--- src/rtl/adc_scan_pkg.sv ---
package adc_scan_pkg;
  typedef enum logic [1:0] {
    MODE_SINGLE = 2'b00,
    MODE_GROUP  = 2'b01,
    MODE_PAIRED = 2'b10,
    MODE_SPARE  = 2'b11
  } scanMode_e;

  typedef struct packed {
    logic loadCfg;
    logic advance;
    logic busy;
  } ctlStrb_t;
endpackage

--- src/rtl/adc_scan_dp.sv ---
module adc_scan_dp
  import adc_scan_pkg::*;
#(
  parameter int NUM_CH = 8
) (
  input  logic                       clk,
  input  logic                       rstN,
  input  ctlStrb_t                   strb,
  input  logic [1:0]                 modeIn,
  input  logic [$clog2(NUM_CH)-1:0]  chanIn,
  input  logic                       trgWrEn,
  input  logic [7:0]                 trgWrData,
  output logic [7:0]                 trgRdData,
  input  logic                       trigEn,
  input  logic                       swStart,
  input  logic                       extTrigPin,
  input  logic                       timerReq,
  output logic                       startReq,
  output logic                       lastCh,
  output logic [$clog2(NUM_CH)-1:0]  chanOut
);
  localparam int CH_W  = $clog2(NUM_CH);
  localparam int GRP   = NUM_CH / 2;
  localparam int GRP_W = CH_W - 1;
  localparam int CNT_W = CH_W + 1;

  // trigger source register: only the top bit is stored
  logic trgSrcExt;
  always_ff @(posedge clk or negedge rstN) begin
    if (!rstN)        trgSrcExt <= 1'b1;
    else if (trgWrEn) trgSrcExt <= trgWrData[7];
  end
  assign trgRdData = {trgSrcExt, 7'h7F};

  // external pin synchroniser and falling-edge detector
  logic [2:0] pinSync;
  always_ff @(posedge clk or negedge rstN) begin
    if (!rstN) pinSync <= '1;
    else       pinSync <= {pinSync[1:0], extTrigPin};
  end
  logic extFall;
  assign extFall = pinSync[2] & ~pinSync[1];

  logic hwTrig;
  assign hwTrig   = trigEn & (trgSrcExt ? extFall : timerReq);
  assign startReq = swStart | hwTrig;

  // configuration captured at run start
  scanMode_e         latMode;
  logic [CH_W-1:0]   latField;
  logic [CNT_W-1:0]  idx;
  always_ff @(posedge clk or negedge rstN) begin
    if (!rstN) begin
      latMode  <= MODE_SINGLE;
      latField <= '0;
      idx      <= '0;
    end else if (strb.loadCfg) begin
      latMode  <= scanMode_e'(modeIn);
      latField <= chanIn;
      idx      <= '0;
    end else if (strb.advance) begin
      idx <= idx + 1'b1;
    end
  end

  logic [CNT_W-1:0] grpLen;
  logic [CNT_W-1:0] runLen;
  assign grpLen = CNT_W'(latField[GRP_W-1:0]) + 1'b1;

  always_comb begin
    unique case (latMode)
      MODE_GROUP:  runLen = grpLen;
      MODE_PAIRED: runLen = grpLen << 1;
      default:     runLen = CNT_W'(1);
    endcase
  end
  assign lastCh = (idx == runLen - 1'b1);

  always_comb begin
    unique case (latMode)
      MODE_GROUP:  chanOut = {latField[CH_W-1], idx[GRP_W-1:0]};
      MODE_PAIRED: chanOut = (idx < grpLen) ? idx[CH_W-1:0]
                                            : CH_W'(idx - grpLen + CNT_W'(GRP));
      default:     chanOut = latField;
    endcase
  end

  AST_CFG_HELD: assert property (@(posedge clk) disable iff (!rstN)
    (strb.busy && !strb.loadCfg) |=> ($stable(latMode) && $stable(latField)));
  AST_CHAN_HOLD: assert property (@(posedge clk) disable iff (!rstN)
    (!strb.loadCfg && !strb.advance) |=> $stable(chanOut));
  AST_TRG_WRITE: assert property (@(posedge clk) disable iff (!rstN)
    trgWrEn |=> (trgRdData[7] == $past(trgWrData[7])));
  AST_IDX_RANGE: assert property (@(posedge clk) disable iff (!rstN)
    strb.busy |-> (idx < CNT_W'(NUM_CH)));
endmodule

--- src/rtl/adc_scan_ctl.sv ---
module adc_scan_ctl
  import adc_scan_pkg::*;
(
  input  logic     clk,
  input  logic     rstN,
  input  logic     startReq,
  input  logic     lastCh,
  input  logic     convDone,
  output ctlStrb_t strb,
  output logic     convStart,
  output logic     scanEnd
);
  typedef enum logic [1:0] {ST_IDLE, ST_ISSUE, ST_WAIT} state_e;
  state_e state, stateNxt;
  logic   endQ, endNxt;

  always_comb begin
    stateNxt     = state;
    endNxt       = 1'b0;
    strb.loadCfg = 1'b0;
    strb.advance = 1'b0;
    unique case (state)
      ST_IDLE: if (startReq) begin
        strb.loadCfg = 1'b1;
        stateNxt     = ST_ISSUE;
      end
      ST_ISSUE: stateNxt = ST_WAIT;
      ST_WAIT: if (convDone) begin
        if (lastCh) begin
          endNxt   = 1'b1;
          stateNxt = ST_IDLE;
        end else begin
          strb.advance = 1'b1;
          stateNxt     = ST_ISSUE;
        end
      end
      default: stateNxt = ST_IDLE;
    endcase
  end
  assign strb.busy = (state != ST_IDLE);

  always_ff @(posedge clk or negedge rstN) begin
    if (!rstN) begin
      state <= ST_IDLE;
      endQ  <= 1'b0;
    end else begin
      state <= stateNxt;
      endQ  <= endNxt;
    end
  end

  assign convStart = (state == ST_ISSUE);
  assign scanEnd   = endQ;

  AST_START_PULSE: assert property (@(posedge clk) disable iff (!rstN)
    convStart |=> !convStart);
  AST_END_AFTER_DONE: assert property (@(posedge clk) disable iff (!rstN)
    scanEnd |-> $past(convDone));
  AST_END_PULSE: assert property (@(posedge clk) disable iff (!rstN)
    scanEnd |=> !scanEnd);
  AST_END_IDLE: assert property (@(posedge clk) disable iff (!rstN)
    scanEnd |-> !strb.busy);
endmodule

--- src/rtl/adc_scan_ctrl.sv ---
module adc_scan_ctrl
  import adc_scan_pkg::*;
#(
  parameter int NUM_CH = 8
) (
  input  logic                      clk,
  input  logic                      rstN,
  input  logic [1:0]                modeIn,
  input  logic [$clog2(NUM_CH)-1:0] chanIn,
  input  logic                      trgWrEn,
  input  logic [7:0]                trgWrData,
  output logic [7:0]                trgRdData,
  input  logic                      trigEn,
  input  logic                      swStart,
  input  logic                      extTrigPin,
  input  logic                      timerReq,
  output logic                      convStart,
  output logic [$clog2(NUM_CH)-1:0] convChan,
  input  logic                      convDone,
  output logic                      scanEnd,
  output logic                      busy
);
  ctlStrb_t strb;
  logic     startReq;
  logic     lastCh;

  adc_scan_ctl u_ctl (
    .clk       (clk),
    .rstN      (rstN),
    .startReq  (startReq),
    .lastCh    (lastCh),
    .convDone  (convDone),
    .strb      (strb),
    .convStart (convStart),
    .scanEnd   (scanEnd)
  );

  adc_scan_dp #(.NUM_CH(NUM_CH)) u_dp (
    .clk        (clk),
    .rstN       (rstN),
    .strb       (strb),
    .modeIn     (modeIn),
    .chanIn     (chanIn),
    .trgWrEn    (trgWrEn),
    .trgWrData  (trgWrData),
    .trgRdData  (trgRdData),
    .trigEn     (trigEn),
    .swStart    (swStart),
    .extTrigPin (extTrigPin),
    .timerReq   (timerReq),
    .startReq   (startReq),
    .lastCh     (lastCh),
    .chanOut    (convChan)
  );

  assign busy = strb.busy;
endmodule

--- config.mk ---
export PLATFORM = sky130hd
export DESIGN_NAME = adc_scan_ctrl
export DESIGN_NICKNAME = d
export VERILOG_FILES = /design/src/rtl/adc_scan_pkg.sv /design/src/rtl/adc_scan_dp.sv /design/src/rtl/adc_scan_ctl.sv /design/src/rtl/adc_scan_ctrl.sv
export SDC_FILE = /design/constraint.sdc
export NUM_CORES = 1
export LEC_CHECK = 0
export ABC_CLOCK_PERIOD_IN_PS = 2400
export BUFFER_PORTS_ARGS = -buffer_cell sky130_fd_sc_hd__buf_2
export CORE_UTILIZATION = 25
export DETAILED_ROUTE_END_ITERATION = 8
export MAX_ROUTING_LAYER = met4
export SLEW_MARGIN = 20
export SYNTH_ARGS = -nofsm -noshare
export SYNTH_HDL_FRONTEND = slang
export SYNTH_SLANG_ARGS = --single-unit
export TNS_END_PERCENT = 10
--- constraint.sdc ---
create_clock -name clk -period 2.4 [get_ports clk]
set_input_delay 0.12 -clock clk [delete_from_list [all_inputs] [get_ports clk]]
set_output_delay 0.12 -clock clk [all_outputs]
set_load 0.1 [all_outputs]
==> summary.md <==
| Metric | Value |
|---|---|
| Number of global-route vias before repair | 851 |
| Fmax achieved | 396.0 MHz |
| DR vias/cell | 4.385 |
| Post-synth top flop | dfrtp_1 |
| Setup tns final | -242.8 ps |
| Cells along the critical path | ha_4 > buf_6 > fa_2 > inv_2 > a211oi_4 > a21oi_1 > o221a_1 > a21oi_4 > buf_12 |
| First-pass GRT wire length | around 3800 um |
| CP endpoint kind | output pin |
| Antenna cells | 0 |
| Post-DRT Antenna Nets | 0 |
| Fin. Hold Viols | 0 |
| Met3 usage | 2.279% |
| CTS tree | done |
| Antenna violations before repair | 0 |
| Core Rows | 24 |
| CP Class | register to output pin |
| Hold WC Path Type | input port to register |
| Critical path's largest stage delay | between 400 and 500 ps |
| CP max stage cell | dfrtp_2 |
| Post-synth EDFFs | 0 |
| Area taken by multi-input logic gates | 775.7 um2 |
| Final setup fails | 3 |
| Violated checks | setup timing |
| Chip width | 71.06 um |
| Yosys top cell by area | dfrtp_1 |
| Clock buffer depth | 2 |
| Initial DRC Count | 22 |
| Drt wl/cell | ~11 um |
| Ys async rst share | 100.0% |
| Synthesized area per cell | 10.46 um2 |
| Worst Setup Start Kind | register |
| Crit path time final | 2525 ps |
| Arrival @ worst endpoint | 2400 ps |
| Die Area | slightly above 5000 um2 |
| Met2 Usage GRT | ~16% |
| RSZ-0062 raised after global routing | yes |
| Die Ht | 71.06 um |
| Worst-path clk slew | roughly 60 ps |
| I/O pins | 35 |
| Layout filler cell count | 457 |
| MaxCap Viol Count | 0 |
| H-Tree Depth | 1 |
| Clk sink count | 16 |
| WL final | 2217 um |
| Post-Layout Inst Area | 1603 um2 |
| First drt pass iteration count | 6 |
| Clock latency on the worst-skew pair | 250 ps |
| DRC violations left | 0 |
| Ranking of synthesized cells by area | dfrtp_1, ha_1, dfstp_2 |
| Remaining Overflow, GRT | 0 |
| Max-slew violations | 0 |
| Mapped Cells | 114 |
| Worst Clk Skew | 2.333 ps |
| Worst Path Max Fanout | 4 |
| Synthesized area | about 1200 um2 |
| Fraction of layout cells with a size suffix above 1 | 46.62% |
| CTS root buffer | clkbuf_8 |
| Core Box Area | 4474 um2 |
| Area growth syn-to-layout | 34.42% |
| Overall Global Routing Usage | 9.988% |
| Top cell type's share of synthesized area | 25.18% |
| CTS buffer count | 3 |
| Register area share after synthesis | 34.00% |
| Yosys Warn Count | 0 |
| Bufs and invs on worst path | 3 |
| Final GP Congestion | 0.7966 |
| CP top delay family | compound AO/OA/AOI/OAI gates |
| Register area | approximately 410 um2 |
| DP Wirelength | 1733 um |
| Port Buf Inserts | 20 |
| Status | complete, but fails checks |
| Final worst slack | -125.0 ps |
| Cell Area, Placed | between 1000 and 1500 um2 |
| Yosys cell types | 42 |
| DR vias | ~880 |
| Largest net degree at the start of global routing | 17 |
| Crit path required time | 2280 ps |
| Yosys reg bits | 16 |
| Met1 Use GR | 12.97% |
| Nets | 181 |
| Fin crit share | 105.2% |
| Most Crowded Layer GR | met2 |
| Starting Density | between 20% and 30% |
-- metal layers --
metal	vias to the layer above	wire length [um]
met2	20	1072
li1	442	-
met5	-	0
met3	2	66
met1	413	1060
met4	0	18
-- flip-flops by register name, indices dropped and copies added (netlist names) --
name,count
u_ctl.scanEnd,1
u_ctl.state,2
u_dp.idx,4
u_dp.latField,3
u_dp.latMode,2
u_dp.pinSync,3
u_dp.trgSrcExt,1
-- layout by cell type (no fill, tap or decap), drive strengths merged, types with 3 or more instances in the layout --
master | netlist | final
nand3b | 4 | 4
clkbuf | 0 | 4
nand2 | 8 | 8
mux2i | 6 | 6
ha | 10 | 10
dfstp | 4 | 4
conb | 1 | 7
buf | 10 | 32
dfrtp | 12 | 12
inv | 11 | 11
mux2 | 7 | 7
or2 | 3 | 3
o21ai | 5 | 5
a21oi | 3 | 3
xor2 | 4 | 4
-- final timing paths --
| kind | from | to | slack, ps | cells after the start |
|---|---|---|---|---|
| min in group asynchronous | rstN | u_ctl.state[1] | 300 | 2 |
| worst min-delay path | modeIn[0] | u_dp.latMode[0] | 80 | 2 |
| max in group asynchronous | rstN | u_dp.trgSrcExt | 1800 | 2 |
| worst min register to register | u_dp.pinSync[0] | u_dp.pinSync[1] | 360 | 0 |
| worst max-delay path | u_dp.latField[0] | convChan[0] | -120 | 9 |
| worst max register to register | u_dp.latField[0] | u_dp.idx[0] | 140 | 9 |
-- Yosys cell counts, types with 3 or more instances --
cell type and count:
nand2_1 8, or2_2 3, dfrtp_1 12, nand3b_1 4, xor2_1 4, mux2_1 3, mux2_2 3, buf_4 8
ha_1 10, a21oi_1 3, mux2i_1 6, dfstp_2 4, inv_1 11
-- area by class of cell --
type | count | area share (%)
repair buffers | 34 | 16.16
flip-flops and latches | 16 | 25.37
multi-input cells | 83 | 48.40
inverters | 11 | 2.576
clock buffers | 4 | 3.435
well taps | 52 | 4.059
-- per-stage QoR --
stage	hold slack, ps	util (%)	instances	setup WS [ps]
6_report	75.64	35.82	200	-125.0
5_1_grt	81.18	35.82	200	-193.1
4_1_cts	70.15	34.87	199	-160.0
3_5_place_dp	49.38	32.24	191	41.70
3_3_place_gp	47.36	32.24	191	88.44
2_1_floorplan	-175.6	-	120	-144.4
-- kinds of logic (layout without fill, tap and decap cells) --
logic type      Yosys count  count (layout)  share of synthesized area (%)
mux                      13              13                          11.96
simple gates             27              27                          13.22
xor+xnor                  6               6                          5.037
flops                    16              16                          34.00
fa+ha+maj                11              11                          12.17
buf+inv                  21              49                          9.863
compound gates           19              19                          13.43
other cells               1               7                         0.3145
-- repair_timing --
item	in CTS	in global routing
endpoints found under the hold margin	13	0
buffers inserted	2	1
gates cloned	0	0
pin swaps	6	8
gates resized for setup	7	7
hold buffers	2	0
endpoints found under the setup margin	3	7
Power is left out: the tool's default activity adds up to more than one toggle a clock period on the data nets, which glitch-free logic cannot reach.
